### src/rtl/i2cw_pkg.sv
package i2cw_pkg;

    // Controller states
    typedef enum logic [2:0] {
        ST_IDLE,
        ST_ADDR,
        ST_CMD,
        ST_WR,
        ST_RD,
        ST_IGNORE
    } ctl_state_e;

    localparam int          BYTE_BITS = 8;
    localparam logic [3:0]  CNT_ACK   = 4'd8;   // eight data bits seen, ack slot next
    localparam logic [3:0]  CNT_POST  = 4'd9;   // ack bit sampled, waiting for its falling edge

    // Events derived from the synchronized bus lines
    typedef struct packed {
        logic scl;
        logic sda;
        logic scl_rise;
        logic scl_fall;
        logic start;
        logic stop;
    } bus_ev_t;

    // Events derived from the bit count
    typedef struct packed {
        logic       data_end;   // SCL falls after the eighth data bit
        logic       ack_rise;   // SCL rises in the acknowledge slot
        logic       ack_end;    // SCL falls at the end of the acknowledge slot
        logic       bit_fall;   // SCL falls inside a byte, before bit index bit_idx
        logic [2:0] bit_idx;
        logic [7:0] rx_byte;
    } frame_ev_t;

    function automatic logic addr_hit(input logic [7:0] b, input logic [6:0] dev);
        return b[7:1] == dev;
    endfunction

    // Transmit bit k (0 = MSB) of the upper or lower byte of a word
    function automatic logic pick_bit(input logic [15:0] w, input logic lo, input logic [2:0] k);
        logic [3:0] pos;
        pos = {~lo, ~k};
        return w[pos];
    endfunction

endpackage

### src/rtl/i2cw_sync.sv
module i2cw_sync
    import i2cw_pkg::*;
#(
    parameter int STAGES = 2
) (
    input  logic    clk,
    input  logic    rst,
    input  logic    scl_i,
    input  logic    sda_i,
    output bus_ev_t ev
);

    localparam int LAST = STAGES - 1;

    logic [STAGES-1:0] scl_pipe;
    logic [STAGES-1:0] sda_pipe;
    logic              scl_q;
    logic              sda_q;
    logic              scl_s;
    logic              sda_s;

    generate
        if (STAGES == 1) begin : g_single
            always_ff @(posedge clk) begin
                if (rst) begin
                    scl_pipe <= '1;
                    sda_pipe <= '1;
                end else begin
                    scl_pipe <= scl_i;
                    sda_pipe <= sda_i;
                end
            end
        end else begin : g_chain
            always_ff @(posedge clk) begin
                if (rst) begin
                    scl_pipe <= '1;
                    sda_pipe <= '1;
                end else begin
                    scl_pipe <= {scl_pipe[STAGES-2:0], scl_i};
                    sda_pipe <= {sda_pipe[STAGES-2:0], sda_i};
                end
            end
        end
    endgenerate

    always_ff @(posedge clk) begin
        if (rst) begin
            scl_q <= 1'b1;
            sda_q <= 1'b1;
        end else begin
            scl_q <= scl_s;
            sda_q <= sda_s;
        end
    end

    assign scl_s = scl_pipe[LAST];
    assign sda_s = sda_pipe[LAST];

    always_comb begin
        ev.scl      = scl_s;
        ev.sda      = sda_s;
        ev.scl_rise = scl_s & ~scl_q;
        ev.scl_fall = ~scl_s & scl_q;
        ev.start    = scl_s & scl_q & sda_q & ~sda_s;
        ev.stop     = scl_s & scl_q & ~sda_q & sda_s;
    end

endmodule

### src/rtl/i2cw_framer.sv
module i2cw_framer
    import i2cw_pkg::*;
(
    input  logic      clk,
    input  logic      rst,
    input  logic      scl_rise,
    input  logic      scl_fall,
    input  logic      sda_s,
    input  logic      start,
    input  logic      stop,
    output frame_ev_t fev
);

    // cnt counts rising edges within a byte, so the falling edge that
    // follows a START finds cnt = 0 and is not taken as a bit.
    logic [3:0] cnt;
    logic [7:0] shreg;

    always_ff @(posedge clk) begin
        if (rst) begin
            cnt   <= '0;
            shreg <= '0;
        end else if (start || stop) begin
            cnt   <= '0;
        end else if (scl_rise) begin
            if (cnt < CNT_ACK) begin
                shreg <= {shreg[BYTE_BITS-2:0], sda_s};
                cnt   <= cnt + 4'd1;
            end else if (cnt == CNT_ACK) begin
                cnt   <= CNT_POST;
            end
        end else if (scl_fall && cnt == CNT_POST) begin
            cnt <= '0;
        end
    end

    always_comb begin
        fev.data_end = scl_fall && (cnt == CNT_ACK);
        fev.ack_rise = scl_rise && (cnt == CNT_ACK);
        fev.ack_end  = scl_fall && (cnt == CNT_POST);
        fev.bit_fall = scl_fall && (cnt != 4'd0) && (cnt < CNT_ACK);
        fev.bit_idx  = cnt[2:0];
        fev.rx_byte  = shreg;
    end

endmodule

### src/rtl/i2cw_ctrl.sv
module i2cw_ctrl
    import i2cw_pkg::*;
#(
    parameter logic [6:0] DEV_ADDR = 7'h2C,
    parameter int         AW       = 8
) (
    input  logic          clk,
    input  logic          rst,
    input  logic          start,
    input  logic          stop,
    input  logic          sda_s,
    input  frame_ev_t     fev,
    input  logic [15:0]   reg_rdata,
    output logic          sda_oe,
    output logic [AW-1:0] reg_addr,
    output logic [15:0]   reg_wdata,
    output logic          reg_we,
    output ctl_state_e    state_o
);

    ctl_state_e    state;
    logic [AW-1:0] ptr;
    logic [7:0]    hi_byte;
    logic [15:0]   tx_word;
    logic          half;     // 0: upper byte of the word, 1: lower byte
    logic          rw;

    always_ff @(posedge clk) begin
        if (rst) begin
            state     <= ST_IDLE;
            ptr       <= '0;
            hi_byte   <= '0;
            tx_word   <= '0;
            half      <= 1'b0;
            rw        <= 1'b0;
            sda_oe    <= 1'b0;
            reg_we    <= 1'b0;
            reg_wdata <= '0;
        end else begin
            reg_we <= 1'b0;
            // pointer steps one cycle after a write strobe
            if (reg_we) begin
                ptr <= ptr + 1'b1;
            end
            if (stop) begin
                state  <= ST_IDLE;
                sda_oe <= 1'b0;
            end else if (start) begin
                state  <= ST_ADDR;
                sda_oe <= 1'b0;
                half   <= 1'b0;
            end else begin
                case (state)
                    ST_ADDR: begin
                        if (fev.data_end) begin
                            if (addr_hit(fev.rx_byte, DEV_ADDR)) begin
                                sda_oe <= 1'b1;
                                rw     <= fev.rx_byte[0];
                            end else begin
                                sda_oe <= 1'b0;
                                state  <= ST_IGNORE;
                            end
                        end else if (fev.ack_end) begin
                            half <= 1'b0;
                            if (rw) begin
                                state   <= ST_RD;
                                tx_word <= reg_rdata;
                                sda_oe  <= ~reg_rdata[15];
                            end else begin
                                state   <= ST_CMD;
                                sda_oe  <= 1'b0;
                            end
                        end
                    end
                    ST_CMD: begin
                        if (fev.data_end) begin
                            sda_oe <= 1'b1;
                        end else if (fev.ack_end) begin
                            sda_oe <= 1'b0;
                            ptr    <= fev.rx_byte[AW-1:0];
                            half   <= 1'b0;
                            state  <= ST_WR;
                        end
                    end
                    ST_WR: begin
                        if (fev.data_end) begin
                            sda_oe <= 1'b1;
                        end else if (fev.ack_end) begin
                            sda_oe <= 1'b0;
                            if (!half) begin
                                hi_byte <= fev.rx_byte;
                                half    <= 1'b1;
                            end else begin
                                reg_wdata <= {hi_byte, fev.rx_byte};
                                reg_we    <= 1'b1;
                                half      <= 1'b0;
                            end
                        end
                    end
                    ST_RD: begin
                        if (fev.data_end) begin
                            sda_oe <= 1'b0;
                        end else if (fev.ack_rise) begin
                            if (half) begin
                                ptr <= ptr + 1'b1;
                            end
                            if (sda_s) begin
                                state <= ST_IGNORE;
                            end
                        end else if (fev.ack_end) begin
                            if (!half) begin
                                half   <= 1'b1;
                                sda_oe <= ~tx_word[7];
                            end else begin
                                half    <= 1'b0;
                                tx_word <= reg_rdata;
                                sda_oe  <= ~reg_rdata[15];
                            end
                        end else if (fev.bit_fall) begin
                            sda_oe <= ~pick_bit(tx_word, half, fev.bit_idx);
                        end
                    end
                    default: begin
                    end
                endcase
            end
        end
    end

    assign reg_addr = ptr;
    assign state_o  = state;

endmodule

### src/rtl/i2c_word_slave.sv
module i2c_word_slave
    import i2cw_pkg::*;
#(
    parameter logic [6:0] DEV_ADDR    = 7'h2C,
    parameter int         AW          = 8,
    parameter int         SYNC_STAGES = 2
) (
    input  logic          clk,
    input  logic          rst,
    input  logic          scl_i,
    input  logic          sda_i,
    output logic          sda_oe,
    output logic [AW-1:0] reg_addr,
    output logic [15:0]   reg_wdata,
    output logic          reg_we,
    input  logic [15:0]   reg_rdata
);

    bus_ev_t    bus_ev;
    frame_ev_t  fev;
    ctl_state_e ctl_state;
    logic       scl_s;
    logic       start_ev;
    logic       stop_ev;

    assign scl_s    = bus_ev.scl;
    assign start_ev = bus_ev.start;
    assign stop_ev  = bus_ev.stop;

    i2cw_sync #(
        .STAGES (SYNC_STAGES)
    ) u_sync (
        .clk   (clk),
        .rst   (rst),
        .scl_i (scl_i),
        .sda_i (sda_i),
        .ev    (bus_ev)
    );

    i2cw_framer u_framer (
        .clk      (clk),
        .rst      (rst),
        .scl_rise (bus_ev.scl_rise),
        .scl_fall (bus_ev.scl_fall),
        .sda_s    (bus_ev.sda),
        .start    (start_ev),
        .stop     (stop_ev),
        .fev      (fev)
    );

    i2cw_ctrl #(
        .DEV_ADDR (DEV_ADDR),
        .AW       (AW)
    ) u_ctrl (
        .clk       (clk),
        .rst       (rst),
        .start     (start_ev),
        .stop      (stop_ev),
        .sda_s     (bus_ev.sda),
        .fev       (fev),
        .reg_rdata (reg_rdata),
        .sda_oe    (sda_oe),
        .reg_addr  (reg_addr),
        .reg_wdata (reg_wdata),
        .reg_we    (reg_we),
        .state_o   (ctl_state)
    );

endmodule

### config.mk
export PLATFORM = sky130hd
export DESIGN_NAME = i2c_word_slave
export DESIGN_NICKNAME = d
export VERILOG_FILES = /design/src/rtl/i2cw_pkg.sv /design/src/rtl/i2cw_sync.sv /design/src/rtl/i2cw_framer.sv /design/src/rtl/i2cw_ctrl.sv /design/src/rtl/i2c_word_slave.sv
export SDC_FILE = /design/constraint.sdc
export NUM_CORES = 1
export LEC_CHECK = 0
export BUFFER_PORTS_ARGS = -buffer_cell sky130_fd_sc_hd__buf_4
export CAP_MARGIN = 15
export CORE_ASPECT_RATIO = 0.7
export CORE_MARGIN = 1
export CORE_UTILIZATION = 55
export DETAILED_ROUTE_END_ITERATION = 10
export GPL_TIMING_DRIVEN = 0
export PLACE_DENSITY = 0.76
export SETUP_SLACK_MARGIN = 0.4
export SYNTH_ARGS = -nofsm -noshare
export SYNTH_HDL_FRONTEND = slang
export SYNTH_HIERARCHICAL = 1
export SYNTH_SLANG_ARGS = --single-unit
### constraint.sdc
create_clock -name clk -period 2.62 [get_ports clk]
set_input_delay 0.131 -clock clk [delete_from_list [all_inputs] [get_ports clk]]
set_output_delay 0.131 -clock clk [all_outputs]
set_load 0.02 [all_outputs]
==> impl_metrics.ini <==
[run_status]
status = complete, no violations

[final_layout]
antenna_cells = 0
instances_no_fill = 564
nFillCells = 509
nets = 492
layout-drive-gt1-share_pct = 25.4
syn_to_final_growth_pct = 20.6

[setup_path]
r2r_cells = 8
r2r-end = u_ctrl/state_o[0]
r2r_setup_slack_ns = 0.42
startpoint_type = register
critPathCaptureType = register
crit_path_start = u_framer/cnt[1]
endpoint = u_ctrl/state_o[0]
arrival_ns = 2.44
crit_type = reg2reg
timing.rr.start = u_framer/cnt[1]
cp_max_fo = 5
required_ns = 2.86

[placement]
port_buffers = 45
globalplace.congestion = 0.917
dp.cells = 541
pre_cts_ws_ns = 0.161
dpl.hpwl_um = 6570

[grt]
grt_max_degree = 16
track_usage_pct = 27.1
grt_pass1_vias = 3031
grt_pass1_wl_um = 14800
gr-total-overflow = 0
antenna_found_initial = 0

[sta]
setup_viol = 0
max_freq_mhz = 454
finalSetupTns_ns = 0
fin_crit_ns = 2.20
maxSlewViolCount = 0
fin_ws_ns = 0.419
worstMarginPinSlew_ns = 0.573
final.setup_skew_ns = 0.0115
timing.final.hold_violations = 0
timing.hold.ws_ns = 0.0132
fin_crit_sh_pct = 84.0
grt_setup_unrepaired = no
maxSlewHeadroom_pct = 61.7

[pwr]
leakage_uw = 0.00179
ir_drop_mv = 0.312
power_density_mw_per_mm2 = 509
power.total_uw = 2280

[floorplanning]
row_count = 24
die_h_um = 70.8
boundaryPins = 46
initial_core_util_pct = 58.3
die_area_mm2 = 0.00709
die_x_um = 100
core_mm2 = 0.00637

[yosys]
avgSynthCellArea_um2 = 9.17
syn_area_mm2 = 0.00371
yosys_warnings = 6
syn_nets = 429
syn_inst = 405

[detailed_routing]
num_vias = 3281
vias_per_cell = 5.82
dr.pass1.iters = 5
routed_wl_um = 9160
wl_per_cell_um = 16.2
drt_iter0_drc = 253
drc = 0
antenna_left = 0

[clock_network]
clock_sinks = 73
cts_tree = done
cts_buffers = 9
clk_latency_ns = 0.36
cts_max_level = 3
ctsRootBufferMaster = clkbuf_8
clkTransAtPathRegs_ns = 0.09
clock_path_buffers = 2

[min_path]
hold_class = in2reg

[job]
max-cap-violations = 0
-- worst max-delay path, stage by stage (launching register included) --
cell,delay [ns]
dfxtp_4,0.40
inv_1,0.06
ha_1,0.22
and3_4,0.19
and4b_1,0.23
a22oi_1,0.23
o32ai_2,0.13
or4_1,0.48
o311a_1,0.14
-- where the power goes --
part / switching (uW) / internal (uW)
Sequential: 20.2 / 1120
Combinational: 187 / 121
Clock: 470 / 360
Total: 678 / 1600
-- through the flow --
step / utilization, % / cell area [um^2]
3_3_place_gp: 65.4 / 4170
3_5_place_dp: 65.4 / 4170
2_1_floorplan: - / 3710
6_report: 70.3 / 4480
5_1_grt: 70.3 / 4480
4_1_cts: 69.1 / 4400
-- cell type report --
cell class	instances	area, um^2	share of cell area [%]
repair buffers	52	395	8.83
clock buffers	9	124	2.77
well taps	91	114	2.54
inverters	9	36.3	0.810
clock inverters	7	60.1	1.34
flip-flops and latches	73	1470	32.9
multi-input cells	296	2100	47.0
plain buffers	27	173	3.86
-- sequential cells by signal (all words and copies together), names as in the netlist --
name	count
u_ctrl/rw	1
u_ctrl/reg_we	1
u_ctrl/hi_byte	8
u_ctrl/half	1
u_ctrl/reg_wdata	16
u_sync/scl_pipe	2
u_sync/sda_q	1
u_framer/cnt	4
u_sync/scl_q	1
u_ctrl/reg_addr	8
u_ctrl/state_o	3
u_sync/sda_pipe	2
u_framer/shreg	8
u_ctrl/tx_word	16
u_ctrl/sda_oe	1
-- how the worst min path moves through the flow --
| stage | startpoint | end | slack, ns | cells past startpoint |
|---|---|---|---|---|
| after global routing | reg_rdata[2] | u_ctrl/tx_word[2] | 0.01 | 3 |
| after global placement | scl_i | u_sync/scl_pipe[0] | 0.31 | 2 |
| after floorplan | scl_i | u_sync/scl_pipe[0] | 0.23 | 1 |
| after detailed placement | scl_i | u_sync/scl_pipe[0] | 0.31 | 2 |
| final | reg_rdata[7] | u_ctrl/tx_word[7] | 0.01 | 3 |
| after CTS | reg_rdata[7] | u_ctrl/tx_word[7] | 0.003 | 3 |
-- cell usage in the layout, fill, tap and decap left out, types with 4 or more instances in the layout --
master    instances
buf_6             5
o21ai_0           9
dfxtp_1          69
a22oi_1           6
nor2b_1           6
o22ai_1           7
ha_1              4
xor2_1            6
buf_2             7
nand4_1           7
xnor2_1           7
mux2i_1          45
a21oi_1          18
buf_4            55
nand2_1          31
nand3_1           4
a211oi_1          4
nor3_1            6
nand2b_1          5
clkbuf_1          7
nor2_1           53
inv_1             8
or2_1             6
clkbuf_8          9
mux2_2            5
-- routing by layer --
metal / vias to the layer above / track usage (%) / wire (um) / part of all wire (%)
li1: 1577 / - / - / -
met4: 0 / 10.1 / 129 / 1.4
met5: - / 0 / 0 / 0
met2: 130 / 39.7 / 3950 / 43
met1: 1555 / 38.6 / 4380 / 48
met3: 19 / 6.62 / 698 / 7.6
-- repair_timing --
item,CTS,global route
buffers inserted,2,3
resized for setup,6,23
setup endpoints to repair,31,31
hold buffers,2,0
endpoints found under the hold margin,2,0
pin swaps,1,0
Power figures use the tool's default switching activity.
